==> src/rtl/ixp_pkg.sv <==
package ixp_pkg;

  typedef enum logic [1:0] {
    IMM_NONE  = 2'd0,
    IMM_SHORT = 2'd1,
    IMM_ZERO  = 2'd2
  } imm_class_e;

  localparam logic [3:0] OPC_PREFIX = 4'hF;
  localparam logic [3:0] OPC_LDI    = 4'h1;
  localparam logic [3:0] OPC_LDX    = 4'h2;
  localparam logic [3:0] OPC_ADDRR  = 4'h3;
  localparam logic [3:0] OPC_STX    = 4'h4;

  function automatic imm_class_e classify(input logic [3:0] opc);
    imm_class_e c;
    case (opc)
      OPC_LDI:                     c = IMM_SHORT;
      OPC_LDX, OPC_STX, OPC_ADDRR: c = IMM_ZERO;
      default:                     c = IMM_NONE;
    endcase
    return c;
  endfunction

endpackage

==> src/rtl/ixp_rst_sync.sv <==
module ixp_rst_sync (
  input  logic clk,
  input  logic rst_n,
  output logic rst_sync_n
);
  logic [1:0] stage_q;

  always_ff @(posedge clk or negedge rst_n) begin
    if (!rst_n) stage_q <= 2'b00;
    else        stage_q <= {stage_q[0], 1'b1};
  end

  assign rst_sync_n = stage_q[1];
endmodule

==> src/rtl/ixp_prefix_hold.sv <==
module ixp_prefix_hold #(
  parameter int PAYLOAD_W = 12
) (
  input  logic                 clk,
  input  logic                 rst_n,
  input  logic                 word_valid,
  input  logic                 word_is_prefix,
  input  logic                 flush,
  input  logic [PAYLOAD_W-1:0] payload_in,
  output logic                 held_valid,
  output logic [PAYLOAD_W-1:0] held_payload
);
  logic                 hv_d, hv_q;
  logic [PAYLOAD_W-1:0] hp_d, hp_q;
  logic                 hold_en;

  // A flush or any accepted word may change the held state.
  assign hold_en = flush | word_valid;

  always_comb begin
    hv_d = hv_q;
    hp_d = hp_q;
    if (flush) begin
      hv_d = 1'b0;
      hp_d = '0;
    end else if (word_valid && word_is_prefix) begin
      hv_d = 1'b1;
      hp_d = payload_in;
    end else if (word_valid) begin
      hv_d = 1'b0;
      hp_d = '0;
    end
  end

  always_ff @(posedge clk or negedge rst_n) begin
    if (!rst_n) begin
      hv_q <= 1'b0;
      hp_q <= '0;
    end else if (hold_en) begin
      hv_q <= hv_d;
      hp_q <= hp_d;
    end
  end

  assign held_valid   = hv_q;
  assign held_payload = hp_q;

  assert_flush_clears_R9: assert property (@(posedge clk) disable iff (!rst_n)
    flush |=> !held_valid);
  assert_single_use_R7: assert property (@(posedge clk) disable iff (!rst_n)
    (word_valid && !word_is_prefix) |=> !held_valid);
  assert_last_prefix_wins_R8: assert property (@(posedge clk) disable iff (!rst_n)
    (word_valid && word_is_prefix && !flush) |=> (held_valid && held_payload == $past(payload_in)));
  assert_idle_keeps_R10: assert property (@(posedge clk) disable iff (!rst_n)
    (!word_valid && !flush) |=> ($stable(held_valid) && $stable(held_payload)));
endmodule

==> src/rtl/ixp_operand_merge.sv <==
module ixp_operand_merge
  import ixp_pkg::*;
#(
  parameter int WORD_W    = 16,
  parameter int PAYLOAD_W = 12,
  parameter int SHORT_W   = 4
) (
  input  logic                 clk,
  input  logic                 rst_n,
  input  logic                 fire,
  input  imm_class_e           cls,
  input  logic                 held_valid,
  input  logic [PAYLOAD_W-1:0] held_payload,
  input  logic [SHORT_W-1:0]   short_imm,
  output logic                 out_valid,
  output logic                 out_present,
  output logic [WORD_W-1:0]    out_value
);
  localparam int MERGE_W = PAYLOAD_W + SHORT_W;
  localparam int SEXT_W  = WORD_W - PAYLOAD_W;

  logic [MERGE_W-1:0] joined;
  logic [WORD_W-1:0]  joined_w, short_zext, payload_sext;

  assign joined       = {held_payload, short_imm};
  assign payload_sext = {{SEXT_W{held_payload[PAYLOAD_W-1]}}, held_payload};
  assign short_zext   = {{(WORD_W-SHORT_W){1'b0}}, short_imm};

  generate
    if (MERGE_W >= WORD_W) begin : g_trunc
      assign joined_w = joined[WORD_W-1:0];
    end else begin : g_pad
      assign joined_w = {{(WORD_W-MERGE_W){1'b0}}, joined};
    end
  endgenerate

  logic              pres_d, pres_q, val_d;
  logic [WORD_W-1:0] value_d, value_q;
  logic              val_q;

  always_comb begin
    pres_d  = 1'b0;
    value_d = '0;
    unique case (cls)
      IMM_SHORT: begin
        pres_d  = 1'b1;
        value_d = held_valid ? joined_w : short_zext;
      end
      IMM_ZERO: begin
        pres_d  = held_valid;
        value_d = held_valid ? payload_sext : '0;
      end
      default: begin
        pres_d  = 1'b0;
        value_d = '0;
      end
    endcase
    val_d = fire;
  end

  always_ff @(posedge clk or negedge rst_n) begin
    if (!rst_n) val_q <= 1'b0;
    else        val_q <= val_d;
  end

  always_ff @(posedge clk or negedge rst_n) begin
    if (!rst_n) begin
      pres_q  <= 1'b0;
      value_q <= '0;
    end else if (fire) begin
      pres_q  <= pres_d;
      value_q <= value_d;
    end
  end

  assign out_valid   = val_q;
  assign out_present = pres_q;
  assign out_value   = value_q;

  assert_absent_is_zero_R5: assert property (@(posedge clk) disable iff (!rst_n)
    (out_valid && !out_present) |-> (out_value == '0));
  assert_short_low_bits_R4: assert property (@(posedge clk) disable iff (!rst_n)
    (fire && cls == IMM_SHORT) |=> (out_present && out_value[SHORT_W-1:0] == $past(short_imm)));
  assert_zero_needs_prefix_R6: assert property (@(posedge clk) disable iff (!rst_n)
    (fire && cls == IMM_ZERO) |=> (out_present == $past(held_valid)));
endmodule

==> src/rtl/ixp_decoder.sv <==
module ixp_decoder
  import ixp_pkg::*;
#(
  parameter int WORD_W  = 16,
  parameter int OP_W    = 4,
  parameter int SHORT_W = 4
) (
  input  logic              clk,
  input  logic              rst_n,
  input  logic [WORD_W-1:0] instr,
  input  logic              instr_valid,
  input  logic              flush,
  output logic              op_valid,
  output logic              op_present,
  output logic [WORD_W-1:0] op_value
);
  localparam int PAYLOAD_W = WORD_W - OP_W;

  logic                 rst_i_n;
  logic [OP_W-1:0]      opc;
  logic                 is_prefix, accept, fire;
  imm_class_e           cls;
  logic                 held_valid;
  logic [PAYLOAD_W-1:0] held_payload;

  ixp_rst_sync u_rst (
    .clk        (clk),
    .rst_n      (rst_n),
    .rst_sync_n (rst_i_n)
  );

  assign opc       = instr[WORD_W-1 -: OP_W];
  assign is_prefix = (opc == OPC_PREFIX);
  assign cls       = classify(opc);
  assign accept    = instr_valid && !flush;
  assign fire      = accept && !is_prefix;

  ixp_prefix_hold #(.PAYLOAD_W(PAYLOAD_W)) u_hold (
    .clk            (clk),
    .rst_n          (rst_i_n),
    .word_valid     (accept),
    .word_is_prefix (is_prefix),
    .flush          (flush),
    .payload_in     (instr[PAYLOAD_W-1:0]),
    .held_valid     (held_valid),
    .held_payload   (held_payload)
  );

  ixp_operand_merge #(
    .WORD_W(WORD_W), .PAYLOAD_W(PAYLOAD_W), .SHORT_W(SHORT_W)
  ) u_merge (
    .clk          (clk),
    .rst_n        (rst_i_n),
    .fire         (fire),
    .cls          (cls),
    .held_valid   (held_valid),
    .held_payload (held_payload),
    .short_imm    (instr[SHORT_W-1:0]),
    .out_valid    (op_valid),
    .out_present  (op_present),
    .out_value    (op_value)
  );

  assert_prefix_silent_R2: assert property (@(posedge clk) disable iff (!rst_i_n)
    (instr_valid && is_prefix) |=> !op_valid);
  assert_flush_silent_R9: assert property (@(posedge clk) disable iff (!rst_i_n)
    flush |=> !op_valid);
  assert_idle_silent_R10: assert property (@(posedge clk) disable iff (!rst_i_n)
    !instr_valid |=> !op_valid);
  assert_latency_R11: assert property (@(posedge clk) disable iff (!rst_i_n)
    (instr_valid && !flush && !is_prefix) |=> op_valid);
endmodule

==> config.mk <==
export PLATFORM = sky130hd
export DESIGN_NAME = ixp_decoder
export DESIGN_NICKNAME = d
export VERILOG_FILES = /design/src/rtl/ixp_pkg.sv /design/src/rtl/ixp_rst_sync.sv /design/src/rtl/ixp_prefix_hold.sv /design/src/rtl/ixp_operand_merge.sv /design/src/rtl/ixp_decoder.sv
export SDC_FILE = /design/constraint.sdc
export NUM_CORES = 1
export LEC_CHECK = 0
export BUFFER_PORTS_ARGS = -buffer_cell sky130_fd_sc_hd__buf_2
export CORE_AREA = 2 2 79 51
export CTS_CLUSTER_DIAMETER = 150
export DETAILED_ROUTE_END_ITERATION = 8
export DIE_AREA = 0 0 81 53
export PLACE_DENSITY = 0.69
export RECOVER_POWER = 25
export SLEW_MARGIN = 30
export SYNTH_ARGS = -nofsm -noshare
export SYNTH_HDL_FRONTEND = slang
export SYNTH_HIERARCHICAL = 1
export SYNTH_SLANG_ARGS = --single-unit
==> constraint.sdc <==
create_clock -name clk -period 1 [get_ports clk]
set_input_delay 0.25 -clock clk [delete_from_list [all_inputs] [get_ports clk]]
set_output_delay 0.25 -clock clk [all_outputs]
set_load 0.005 [all_outputs]
# Word-level counts from Yosys, hierarchy flattened
# Cells that the tools add are included.
# totals
inputBits	20
reg_bits	33
mem_count	0
mem_bits_rw	0
mem_bits_ro	0
latchBits	0
wordCells	33
# classes
add_sub_neg	0
div_mod_pow	0
mul	0
eq_ne	7
bitwise	1
magnitude_cmp	0
n_mux	11
n_reduce_logical	8
shifts	0
# op_table
op	n
12-bit 2-to-1 mux	3
16-bit 2-to-1 mux	2
16-bit one-hot mux with 2 select lines	1
4-bit by 2-bit == test with 1-bit output, second input constant	2
4-bit by 1-bit == test with 1-bit output, second input constant	1
4-bit by 3-bit == test with 1-bit output, second input constant	1
4-bit == test, second input constant	1
2-bit one-hot mux with 2 select lines	1
1-bit logical AND	3
1-bit 2-to-1 mux	3
3-bit nonzero test	1
3-bit OR reduction	1
2-bit by 1-bit == test with 1-bit output, second input constant	1
2-bit == test, second input constant	1
1-bit logical NOT	2
1-bit one-hot mux with 2 select lines	1
2-bit AND reduction	1
1-bit bitwise OR	1

# Depth between registers and ports, before layout
# depth
depth_word	5
mapped_depth	7
ltp_nobuf	6

# Cells and area by module
# Netlist, hierarchy kept.
# by_module_without_submodules
mod	instances	area_each_um2	cells_per_inst
ixp_operand_merge	1	878.3	82
ixp_prefix_hold	1	516.7	35
ixp_decoder	1	53.8	7
ixp_rst_sync	1	53.8	3

# Worst setup path before layout
# Ideal clock, no wire load.
# synth_path
path_kind	input -> register
from	input port instr[13]
to	register u_merge.value_q[13] (netlist: u_merge/out_value[13])
setup_time_ps	82
n_path_buf	1
path_stages	6
setup_slack_ps	-641
t_arrival_ps	1559
path_cell_list	nor4b_1 > inv_1 > ha_1 > nand3b_2 > buf_6 > o22ai_1
# synth_via
elab_chain_len	5
elab_cells_between_ends	12
classes_between	7 x eq/ne; 2 x mux; 3 x reduce/logical
# synth_rtl
element	line_no	source
from (decl)	ixp_decoder.sv:10	input logic [WORD_W-1:0] instr,
4-bit by 2-bit == test with 1-bit output or 4-bit by 3-bit == test with 1-bit output (tied branches)	ixp_pkg.sv:17	case (opc)
3-bit OR reduction	ixp_pkg.sv:17	
2-bit one-hot mux with 2 select lines	ixp_pkg.sv:17	
2-bit == test or 2-bit by 1-bit == test with 1-bit output (tied branches)	ixp_operand_merge.sv:44	unique case (cls)
16-bit one-hot mux with 2 select lines	ixp_operand_merge.sv:44	
to (signal assigned)	ixp_operand_merge.sv:72	value_q <= value_d;
to (decl)	ixp_operand_merge.sv:38	logic [WORD_W-1:0] value_d, value_q;
# Several ways; a longest one is shown, not always the timed one.
# A chain may end at the register's enable or synchronous reset.

# Worst setup path after layout
# layout_path
from	input port instr[12]
to	register u_merge.value_q[13] (netlist: u_merge/out_value[13])
# layout_via
elab_chain_len	5
elab_cells_between_ends	12
classes_between	7 x eq/ne; 2 x mux; 3 x reduce/logical
# layout_rtl
element	line_no	source
4-bit by 2-bit == test with 1-bit output or 4-bit by 3-bit == test with 1-bit output (tied branches)	ixp_pkg.sv:17	
3-bit OR reduction	ixp_pkg.sv:17	
2-bit one-hot mux with 2 select lines (*)	ixp_pkg.sv:17	
via cls[1]	ixp_decoder.sv:22	imm_class_e cls;
2-bit == test or 2-bit by 1-bit == test with 1-bit output (tied branches)	ixp_operand_merge.sv:44	
16-bit one-hot mux with 2 select lines (*)	ixp_operand_merge.sv:44	
# The timed path passes the listed nets; every way through them passes the cells marked *.

==> flow_summary.toml <==
[run_status]
status = "complete, but fails checks"
violations = "negative setup slack"

[synth]
ys.flop_type = "dfrtp_1"
avgSynthCellArea_sq_um = 11.8
synth_xor_area_share_pct = 0
synth_nets = 150
synth-edff-count = 0
synthTopCellsByCount = "dfrtp_1 (33), inv_1 (20), o22ai_1 (14)"
netlist.area_leader.share_pct = 55.0
synth.largest_area_cell = "dfrtp_1"
ys_types = 24
synthMuxAreaShare_pct = 0.666
syn_inst = 127
ys_warn_count = 6
ys_seq_elements = 33
synth.area.top_cells = "dfrtp_1 (55%), a32o_2 (8.2%), o22ai_1 (5.8%)"
synth-adder-area-share_pct = 2.50
async_flop_share_pct = 100
synth_area_sq_um = 1500
synth_top_family_by_area = "compound AO/OA/AOI/OAI gates"
ys_seq_area_share_pct = 55.0
synth_compound_area_share_pct = 26.0
yosys.area_share.simple_pct = 6.00
synth_most_common_cell = "dfrtp_1"

[clock_network]
clk_pin_slew_ps = 70
cts_tree = "built"
numCtsBuffers = 5
cts-root-buf = "clkbuf_8"
clock_latency_ps = 290
cts_max_level = 2
clock_sinks = 33
cts_buffer_depth = 2

[layout]
nets = 212
area_growth_pct = 50.1
final_util_pct = 63.9
drive_above_1_share_pct = 62.6
diodes = 0

[routing]
drcViolationCount = 0
ant_nets = 0
drtPass1Iterations = 4
num_vias = 1318
routed_wl_microns = 4440
via_per_inst = 5.56
wl_per_cell_microns = 18.7
drtIter0Drc = 109

[global_routing]
antenna_found_initial = 0
grt_max_degree = 32
first_global_vias = 1355
overflow = 0
grt_pass1_wl_microns = 6770
track_usage_pct = 22.1

[pwr]
p_leak_nw = 1.12
finalPower_mw = 2.94
power_density_nw_per_um2 = 1300
ir_worst_vdd_mv = 0.799

[worst_hold_path]
min_to = "u_hold/held_payload[6]$_DFFE_PN0P_"
holdCritPathClass = "primary input to flip-flop"
min-delay-start = "instr[6]"
whs_path_depth = 2

[worst_setup_path]
reg2reg_depth = 2
end_kind = "flip-flop"
arrival_ps = 1600
path_max_fanout = 11
r2r_start = "u_hold/held_valid$_DFFE_PN0P_"
startpoint_type = "primary input"
crit_start = "instr[12]"
rrSetupSlack_ps = -130
worst_ep_required_time_ps = 1170
critPathKind = "primary input to flip-flop"
r2r_end = "u_merge/out_value[0]$_DFFE_PN0P_"

[sta]
drv_slew = 0
fin_setup_tns_ps = -7970
clock.fmax_mhz = 701
fin_crit_ps = 1430
rsz0062_at_grt = "true"
finalClockSkew_ps = 10.1
tightest_slew_ps = 690
period_share_pct = 143
hold_violations = 0
relSlewSlack_pct = 54.0
layout_setup_ws_ps = -427
holdWs_ps = 221
setup_viol = 46

[floorplan]
die_w_microns = 81
coreArea_sq_um = 3530
num_rows = 17
start_util_pct = 42.6
die_area_sq_um = 4290
die_y_microns = 53
io_pins = 38

[place]
dp_hpwl_microns = 2890
port_buffers = 37
gp_congestion = 0.838
pre_cts_ws_ps = -782

[flow_run]
cap_violations = 0
## sequential cells by signal, indices dropped and copies added (netlist names)
signal and count:
u_merge/out_value 16, u_rst/stage_q 2, u_merge/out_present 1, u_merge/out_valid 1
u_hold/held_payload 12, u_hold/held_valid 1
## how the worst max path moves through the flow
stage	slack, ps	to
CTS	-390	u_merge/out_value[8]$_DFFE_PN0P_
detailed placement	-780	u_merge/out_value[11]$_DFFE_PN0P_
global placement	-680	u_merge/out_value[7]$_DFFE_PN0P_
finish	-430	u_merge/out_value[13]$_DFFE_PN0P_
global route	-440	u_merge/out_value[5]$_DFFE_PN0P_
floorplan	-510	u_merge/out_value[8]$_DFFE_PN0P_
## power breakdown
group          internal (mW)  switching (mW)  leakage (nW)  total (mW)
logic                  0.139           0.163         0.607       0.301
registers               1.35         0.00830         0.455        1.35
clock network          0.812           0.474        0.0585        1.29
## repair_timing
action	CTS	global route
pin swaps	9	3
hold endpoints to repair	2	0
endpoints found under the setup margin	46	35
hold buffers	1	0
cloned	1	1
buffers inserted	5	4
gates resized for setup	21	5
## per-layer routing
metal	global-route usage, %	up-vias	routed length [microns]
li1	-	604	-
met1	28.3	645	1900
met2	36.8	56	2140
met3	5.63	13	294
met4	7.06	0	104
met5	0	-	0
## area by class of cell
type / count / area [sq um]
multi-input cells: 66 / 764
clock buffers: 7 / 86.3
inverters: 20 / 75.1
well taps: 47 / 58.8
clock inverters: 1 / 30.0
fillers: 291 / 1270
flip-flops and latches: 33 / 826
repair buffers: 63 / 415
## metrics by stage
stage	instance area [sq um]	cells
final	2260	237
after global routing	2260	237
after CTS	2190	232
after detailed placement	1890	217
after global placement	1890	217
after floorplan	1590	127
## cells by family (layout without fill, tap and decap cells)
logic type / after synthesis / count (layout)
AOI/OAI and AO/OA: 47 / 47
DFF: 33 / 33
buffers and inverters: 29 / 91
and+or+nand+nor: 13 / 14
adders and majority gates: 3 / 3
other: 1 / 1
muxes: 1 / 1
## cell usage in the layout, fill, tap and decap left out, types with 3 or more instances in the layout
cell	synthesis	final
buf_4	0	22
buf_2	5	36
clkbuf_8	0	6
ha_4	0	3
a32o_2	11	11
inv_1	20	19
dfrtp_1	33	33
o22ai_2	3	13
a22oi_2	0	11
o22ai_1	14	4
## critical path, stage by stage
cell     delay [ps]
buf_6            90
or3b_1          380
a21oi_2         170
inv_1           130
ha_4            240
a22oi_2         200
o22ai_2         120
(Power assumes the default switching activity.)
